--- src/rtl/hfd_pkg.sv ---
package hfd_pkg;

  localparam int NUM_CLASSES = 3;

  typedef enum logic [1:0] {
    U_LIVE       = 2'b00,
    U_TRIPPED    = 2'b01,
    U_PINNED_ON  = 2'b10,
    U_PINNED_OFF = 2'b11
  } unit_state_e;

  // One saturating step of an error counter.
  function automatic int unsigned sat_step(input int unsigned v, input int unsigned maxv);
    return (v >= maxv) ? maxv : v + 1;
  endfunction

  // Trip rule: strictly above the threshold.
  function automatic logic over_limit(input int unsigned c, input int unsigned t);
    return c > t;
  endfunction

  // Resource class of a unit index: ALUs, then ROB entries, then RS entries.
  function automatic int class_of(input int idx, input int n_alu, input int n_rob);
    if (idx < n_alu) return 0;
    if (idx < n_alu + n_rob) return 1;
    return 2;
  endfunction

endpackage

--- src/rtl/hfd_unit_slice.sv ---
module hfd_unit_slice
  import hfd_pkg::*;
#(
  parameter int CNT_W = 4
) (
  input  logic             clk,
  input  logic             rst_n,
  input  logic             charge_i,
  input  logic [CNT_W-1:0] thr_i,
  input  logic             st_hit_i,
  input  logic             st_policy_i,
  output unit_state_e      state_o,
  output logic             disable_o
);

  localparam int unsigned MAXV = (1 << CNT_W) - 1;

  logic [CNT_W-1:0] cnt_q;
  unit_state_e      state_q;

  logic             live;
  logic             pin_evt;
  logic             charge_evt;
  logic [CNT_W-1:0] cnt_inc;
  logic             trip_evt;

  assign live       = (state_q == U_LIVE);
  assign pin_evt    = st_hit_i && live;
  assign charge_evt = charge_i && live && !pin_evt;
  assign cnt_inc    = CNT_W'(sat_step(int'(cnt_q), MAXV));
  assign trip_evt   = charge_evt && over_limit(int'(cnt_inc), int'(thr_i));

  always_ff @(posedge clk) begin
    if (!rst_n) begin
      cnt_q   <= '0;
      state_q <= U_LIVE;
    end else if (pin_evt) begin
      state_q <= st_policy_i ? U_PINNED_OFF : U_PINNED_ON;
    end else if (charge_evt) begin
      cnt_q <= cnt_inc;
      if (trip_evt) state_q <= U_TRIPPED;
    end
  end

  assign state_o   = state_q;
  assign disable_o = state_q[0];


  sticky_disable_chk: assert property (@(posedge clk) disable iff (!rst_n)
    disable_o |=> disable_o);


  no_wrap_chk: assert property (@(posedge clk) disable iff (!rst_n)
    (cnt_q == CNT_W'(MAXV)) |=> (cnt_q == CNT_W'(MAXV)));


  idle_hold_chk: assert property (@(posedge clk) disable iff (!rst_n)
    !charge_i |=> $stable(cnt_q));


  trip_cause_chk: assert property (@(posedge clk) disable iff (!rst_n)
    (state_q == U_LIVE) ##1 (state_q == U_TRIPPED) |-> (cnt_q > $past(thr_i)));


  pinned_hold_chk: assert property (@(posedge clk) disable iff (!rst_n)
    state_q[1] |=> ($stable(state_q) && $stable(cnt_q)));

endmodule

--- src/rtl/hfd_popcount.sv ---
module hfd_popcount #(
  parameter int N = 19,
  parameter int W = $clog2(N + 1)
) (
  input  logic [N-1:0] vec_i,
  output logic [W-1:0] cnt_o
);

  always_comb begin
    cnt_o = '0;
    for (int k = 0; k < N; k++) cnt_o = cnt_o + W'(vec_i[k]);
  end

endmodule

--- src/rtl/hfd_fault_tracker.sv ---
module hfd_fault_tracker
  import hfd_pkg::*;
#(
  parameter int ALU_UNITS = 4,
  parameter int ROB_UNITS = 8,
  parameter int RS_UNITS  = 7,
  parameter int CNT_W     = 4,
  localparam int NUM_UNITS = ALU_UNITS + ROB_UNITS + RS_UNITS,
  localparam int IDX_W     = $clog2(NUM_UNITS),
  localparam int CNT_OUT_W = $clog2(NUM_UNITS + 1)
) (
  input  logic                         clk,
  input  logic                         rst_n,
  input  logic                         retire_valid_i,
  input  logic                         chk_err_i,
  input  logic [NUM_UNITS-1:0]         usage_i,
  input  logic [NUM_CLASSES*CNT_W-1:0] thr_cfg_i,
  input  logic                         st_req_i,
  input  logic [IDX_W-1:0]             st_unit_i,
  input  logic                         st_bad_i,
  input  logic [NUM_UNITS-1:0]         st_policy_i,
  output logic [NUM_UNITS-1:0]         unit_disable_o,
  output logic [2*NUM_UNITS-1:0]       unit_state_o,
  output logic [CNT_OUT_W-1:0]         disabled_cnt_o
);

  logic                 err_retire;
  logic [NUM_UNITS-1:0] charge_vec;
  logic [NUM_UNITS-1:0] st_hit_vec;

  assign err_retire = retire_valid_i && chk_err_i;
  assign charge_vec = err_retire ? usage_i : '0;

  for (genvar i = 0; i < NUM_UNITS; i++) begin : g_unit
    localparam int CL = class_of(i, ALU_UNITS, ROB_UNITS);
    unit_state_e st;

    assign st_hit_vec[i] = st_req_i && st_bad_i && (int'(st_unit_i) == i);

    hfd_unit_slice #(.CNT_W(CNT_W)) slice_i (
      .clk        (clk),
      .rst_n      (rst_n),
      .charge_i   (charge_vec[i]),
      .thr_i      (thr_cfg_i[CL*CNT_W +: CNT_W]),
      .st_hit_i   (st_hit_vec[i]),
      .st_policy_i(st_policy_i[i]),
      .state_o    (st),
      .disable_o  (unit_disable_o[i])
    );

    assign unit_state_o[2*i +: 2] = st;
  end

  hfd_popcount #(.N(NUM_UNITS), .W(CNT_OUT_W)) pop_i (
    .vec_i(unit_disable_o),
    .cnt_o(disabled_cnt_o)
  );


  dis_count_chk: assert property (@(posedge clk) disable iff (!rst_n)
    int'(disabled_cnt_o) == $countones(unit_disable_o));


  no_charge_idle_chk: assert property (@(posedge clk) disable iff (!rst_n)
    !retire_valid_i |-> (charge_vec == '0));


  disable_mono_chk: assert property (@(posedge clk) disable iff (!rst_n)
    1'b1 |=> ((unit_disable_o & $past(unit_disable_o)) == $past(unit_disable_o)));

endmodule

--- config.mk ---
export PLATFORM = sky130hd
export DESIGN_NAME = hfd_fault_tracker
export DESIGN_NICKNAME = d
export VERILOG_FILES = /design/src/rtl/hfd_pkg.sv /design/src/rtl/hfd_unit_slice.sv /design/src/rtl/hfd_popcount.sv /design/src/rtl/hfd_fault_tracker.sv
export SDC_FILE = /design/constraint.sdc
export NUM_CORES = 1
export LEC_CHECK = 0
export BUFFER_PORTS_ARGS = -buffer_cell sky130_fd_sc_hd__buf_4
export CAP_MARGIN = 5
export CORE_MARGIN = 3
export CORE_UTILIZATION = 47
export CTS_CLUSTER_DIAMETER = 200
export DETAILED_ROUTE_END_ITERATION = 16
export GPL_ROUTABILITY_DRIVEN = 1
export MAX_ROUTING_LAYER = met4
export PLACE_DENSITY = 0.7
export REMOVE_ABC_BUFFERS = 1
export SLEW_MARGIN = 10
export SYNTH_ARGS = -nofsm -noshare
export SYNTH_HDL_FRONTEND = slang
export SYNTH_SLANG_ARGS = --single-unit
export TNS_END_PERCENT = 10
--- constraint.sdc ---
create_clock -name clk -period 4 [get_ports clk]
set_input_delay 0.4 -clock clk [delete_from_list [all_inputs] [get_ports clk]]
set_output_delay 0.4 -clock clk [all_outputs]
set_load 0.05 [all_outputs]
## Word-level counts from Yosys, hierarchy flattened

Index checks and enable logic that the tools add are counted.

| word-level totals | value |
|---|---|
| word-level logic and storage cells | 458 |
| output and inout port bits | 62 |
| register bits after elaboration | 114 |
| input bits | 61 |

| operators by class | value |
|---|---|
| reduce and logical (&&, ||, !) cells | 212 |
| $lt $le $gt $ge | 38 |
| eq/ne operators | 18 |
| bitwise operators | 19 |
| mux-type cells | 96 |
| $add $sub $neg | 37 |

Operator list:

| operator | number |
|---|---|
| two-way mux 2 bit | 57 |
| logical AND 1 bit | 97 |
| adder 5 x 1 -> 5 bit | 17 |
| adder 4 x 1 -> 4 bit (second input constant) | 19 |
| greater-or-equal comparator 4 bit (second input constant) | 19 |
| greater-than comparator 4 bit | 19 |
| two-way mux 4 bit | 19 |
| AND reduction 2 bit | 38 |
| nonzero test 2 bit | 38 |
| equality test 5 bit (second input constant) | 11 |
| logical NOT 2 bit | 19 |
| equality test 5 x 4 -> 1 bit (second input constant) | 4 |
| logical NOT 1 bit | 19 |
| two-way mux 1 bit | 19 |
| two-way mux 19 bit | 1 |
| NOT 1 bit | 19 |
| equality test 5 x 3 -> 1 bit (second input constant) | 2 |
| equality test 5 x 2 -> 1 bit (second input constant) | 1 |
| logical NOT 5 bit | 1 |
| adder 1 x 1 -> 2 bit | 1 |

## Depth between registers and ports, before layout

| depth | value |
|---|---|
| depth in word-level cells | 18 |
| gate-level depth with buffers | 14 |
| gate-level depth less buffers | 14 |

## Cells and area by module

A second synthesis with hierarchy kept.

| unflattened totals | value |
|---|---|
| cell total of the unflattened synthesis | 1034 |
| area total of the unflattened synthesis | 8755.9 um^2 |

By module, submodules not included:

| module | times used | seq. area each (um^2) | area each (um^2) | cells an instance |
|---|---|---|---|---|
| hfd_unit_slice | 19 | 120.1 | 417.9 | 49 |
| hfd_popcount | 1 | 0.0 | 496.7 | 53 |
| hfd_fault_tracker | 1 | 0.0 | 319.1 | 50 |

## Worst setup path before layout

OpenSTA, ideal clock, no wires.

| timing | value |
|---|---|
| kind | reg2out |
| start point | register g_unit[0].slice_i.state_q[0] |
| end point | output disabled_cnt_o[2] |
| arrival | 4.444 ns |
| buffers on the path | 0 |
| data required time | 3.600 ns |
| setup slack | -0.844 ns |
| stages on the path, launching flop included | 13 |
| cells stage by stage | dfxtp_1 ha_1 inv_1 fa_1 fa_1 fa_1 fa_1 fa_1 inv_1 ha_1 inv_1 fa_1 xnor2_1 |

| on the way | value |
|---|---|
| longest elaborated chain between the ends | 18 |

Ends and longest elaborated chain:

| item | RTL line | source |
|---|---|---|
| from (decl) | hfd_unit_slice.sv:19 | `unit_state_e state_q;` |
| from (signal assigned) | hfd_unit_slice.sv:38 | `state_q <= st_policy_i ? U_PINNED_OFF : U_PINNED_ON;` |
| adder 1 x 1 -> 2 bit | hfd_popcount.sv:11 | `for (int k = 0; k < N; k++) cnt_o = cnt_o + W'(vec_i[k]);` |
| adder 5 x 1 -> 5 bit (17 in a row) | hfd_popcount.sv:11 |  |
| to (decl) | hfd_fault_tracker.sv:24 | `output logic [CNT_OUT_W-1:0] disabled_cnt_o` |

No other way between the ends.

## Worst setup path after layout

| timing | value |
|---|---|
| start point | register g_unit[0].slice_i.state_q[0] |
| end point | output disabled_cnt_o[4] |

The elaborated chain is that of the path after synthesis.

==> results.yml <==
floorplanning:
  coreArea_mm2: 0.0174
  rows: 48
  start_util_pct: 48.2
  io_pins: 123
  die-area_mm2: 0.0194
  die_h_um: 139
  die_width_um: 139
clock_network:
  cts_num_sinks: 114
  clock_latency_ps: 420
  cts-root-buf: "clkbuf_16"
  htreeDepth: 4
  cts_made_buffers: 17
  cts_hold_buf: 0
  clock_path_buffers: 2
  cts_tree: "yes"
  clkTransAtPathRegs_ps: 50
pwr:
  total_power_mw: 3.29
  ir_drop_v: 0.000316
  power_density_mw_per_mm2: 330
  p_leak_nw: 4.33
place:
  post-place-cells: 1306
  dpl_cell_area_mm2: 0.00931
  hpwl_um: 16600
  gp_congestion: 0.881
  dp_worst_setup_slack_ps: -604
  port_buffers: 122
timing:
  hold_violations: 0
  finalSetupViolCount: 5
  holdWs_ps: 288
  min_period_over_period_pct: 121
  skew_ps: 7.91
  tns_ps: -3460
  fmaxAchievable_mhz: 206
  tightest_slew_ps: 1190
  post-route-min-period_ps: 4860
  slew_headroom_pct: 20.8
  post-route-worst-setup-slack_ps: -855
  grt_setup_unrepaired: "true"
  finalMaxSlewViolations: 0
detailed_routing:
  detailroute.via_count: 7952
  wl_um: 23000
  vias_per_cell: 5.94
  drt_iter0_drc: 583
  dr.pass1.iters: 7
  drtAntennaViolNets: 0
  wl_per_cell_um: 17.2
  drc_errors: 0
min_path:
  hp-class: "input pin to flop"
  min-delay-start: "st_policy_i[18]"
  whs_endpoint: "g_unit[18].slice_i.state_o[0]$_SDFFE_PN0P_"
  holdPathStages: 3
synthesis:
  syn-mean-instance-area_um2: 8.34
  synth_top_area_share_pct: 27.3
  syn_inst: 1003
  yosys_warnings: 0
  synth_seq_cells: 114
  seq_area_frac_synth_pct: 27.3
  synth.largest_area_cell: "dfxtp_1"
  synth_area_leaders: "dfxtp_1, ha_1, a21oi_1"
  netlist-cell-type-count: 37
  syn-cell-area_mm2: 0.00836
global_route:
  grt_pass1_vias: 7443
  grt_first_pass_wirelength_um: 37000
  grt_max_degree: 52
  grt.total_usage_pct: 23.9
  overflow: 0
  antenna_found_initial: 0
layout:
  final_nets: 1277
  fin_util_pct: 57.4
  design_area_mm2: 0.00996
  final_cells: 1338
  n_antenna_cell: 0
  drive_above_1_share_pct: 17.4
  syn_to_final_growth_pct: 19.2
worst_setup_path:
  crit_type: "flop to primary output"
  r2r_cells: 7
  worstSetupEndpointType: "primary output"
  r2r_slack_ps: 1970
  regToRegStartpoint: "g_unit[12].slice_i.cnt_q[0]$_SDFFE_PN0P_"
  start_kind: "flop"
  crit_path_frequent_cell: "fa_1"
  path_delay_family: "adder cells"
  reg2reg_to: "g_unit[12].slice_i.state_o[0]$_SDFFE_PN0P_"
  slowest_stage: "fa_1"
  worstPathArrival_ps: 4460
  worstPathMaxFanout: 2
  path_buf_inv: 4
  path_cells: "ha_4 -> inv_2 -> fa_1 -> fa_1 -> fa_1 -> fa_1 -> fa_1 -> inv_2 -> ha_4 -> inv_1 -> fa_2 -> nor2b_2 -> o21ai_1 -> nand2b_1 -> buf_6"
  required_ps: 3600
  max_stage_delay_ps: 530
  cp-startpoint: "g_unit[0].slice_i.state_o[0]$_SDFFE_PN0P_"
outcome:
  outcome: "finished, violations left"
  violations: "setup timing"
flow_run:
  drv_cap: 0
-- tightest hold or removal path, cell delays in order --
cell	delay, ps
buf_4	80
o21ai_0	70
a31oi_1	120
-- placed cells by master, fill, tap and decap left out, types with 3 or more instances in the layout --
cell type,instances
a211o_1,15
a21oi_1,120
a311oi_1,19
a31oi_1,33
a41oi_1,19
and2_1,21
and3_1,24
and4_1,32
buf_4,138
clkbuf_1,5
clkbuf_16,17
clkbuf_8,7
dfxtp_1,112
fa_1,11
ha_1,102
inv_1,37
inv_2,3
nand2_1,3
nand2b_1,20
nand3_1,80
nand4_1,4
nand4_2,14
nor2_1,73
nor2b_1,58
nor3_1,41
o211ai_1,17
o21a_1,5
o21ai_0,35
o21ai_1,20
-- synthesized netlist by cell type --
| master | number |
|---|---|
| o21a_1 | 5 |
| nor2b_1 | 59 |
| nand4_1 | 4 |
| xnor2_1 | 2 |
| fa_1 | 12 |
| a211o_1 | 15 |
| nor2_2 | 2 |
| o211ai_1 | 17 |
| buf_2 | 7 |
| and2_1 | 21 |
| o21ai_1 | 19 |
| a311oi_1 | 19 |
| a21oi_1 | 120 |
| clkbuf_1 | 14 |
| nand3b_1 | 2 |
| nand4_2 | 14 |
| a211oi_1 | 2 |
| a41oi_1 | 19 |
| o21ai_0 | 36 |
| nor2_1 | 73 |
| buf_4 | 43 |
| and3_1 | 24 |
| nand2b_1 | 20 |
| inv_1 | 40 |
| ha_1 | 104 |
| nand3_1 | 80 |
| o2bb2ai_1 | 1 |
| a21o_1 | 1 |
| o311a_1 | 2 |
| and2b_1 | 1 |
| dfxtp_1 | 114 |
| o22ai_1 | 1 |
| nand2_1 | 3 |
| and3b_1 | 1 |
| nor3_1 | 41 |
| a31oi_1 | 33 |
| and4_1 | 32 |
-- worst max path at each step --
stage | end | slack (ps) | depth (start not counted)
final | disabled_cnt_o[4] | -860 | 15
after global routing | disabled_cnt_o[4] | -1080 | 15
after CTS | disabled_cnt_o[4] | -900 | 15
after detailed placement | disabled_cnt_o[4] | -600 | 15
after global placement | disabled_cnt_o[4] | -540 | 15
after floorplan | disabled_cnt_o[2] | -1590 | 12
-- metal layers --
layer	routed length (um)	track usage [%]	vias to the layer above
li1	-	-	3955
met1	10800	31.7	3738
met2	10700	38.0	239
met3	1300	4.91	20
met4	224	5.10	0
met5	0	-	-
-- registers in the layout, summed over array words and instances (netlist names) --
| register | flops |
|---|---|
| g_unit.slice_i.state_o | 38 |
| g_unit.slice_i.cnt_q | 76 |
-- area by class of cell --
class | instances | area, um2
fillers | 1582 | 7390
multi-input cells | 785 | 5550
flip-flops and latches | 114 | 2280
repair buffers | 142 | 1090
clock buffers | 29 | 541
well taps | 225 | 282
inverters | 40 | 150
clock inverters | 3 | 65.1
-- power by group --
part           internal, mW  switching (mW)  leakage [nW]
registers              1.16          0.0299         0.924
clock network          1.03           0.541         0.298
logic                 0.210           0.309          3.11
-- cells by family after synthesis --
logic type / after synthesis / synth area share, %
buffers and inverters: 104 / 6.70
DFF: 114 / 27.3
xor gates and xnor gates: 2 / 0.210
and+or+nand+nor: 377 / 26.2
AOI/OAI and AO/OA: 290 / 21.2
adders and majority gates: 116 / 18.4
-- timing repair --
item	CTS	global route
resized for setup	8	5
setup endpoints to repair	5	5
buffers inserted	0	0
pin swaps	2	0
Power figures use the tool's default switching activity.
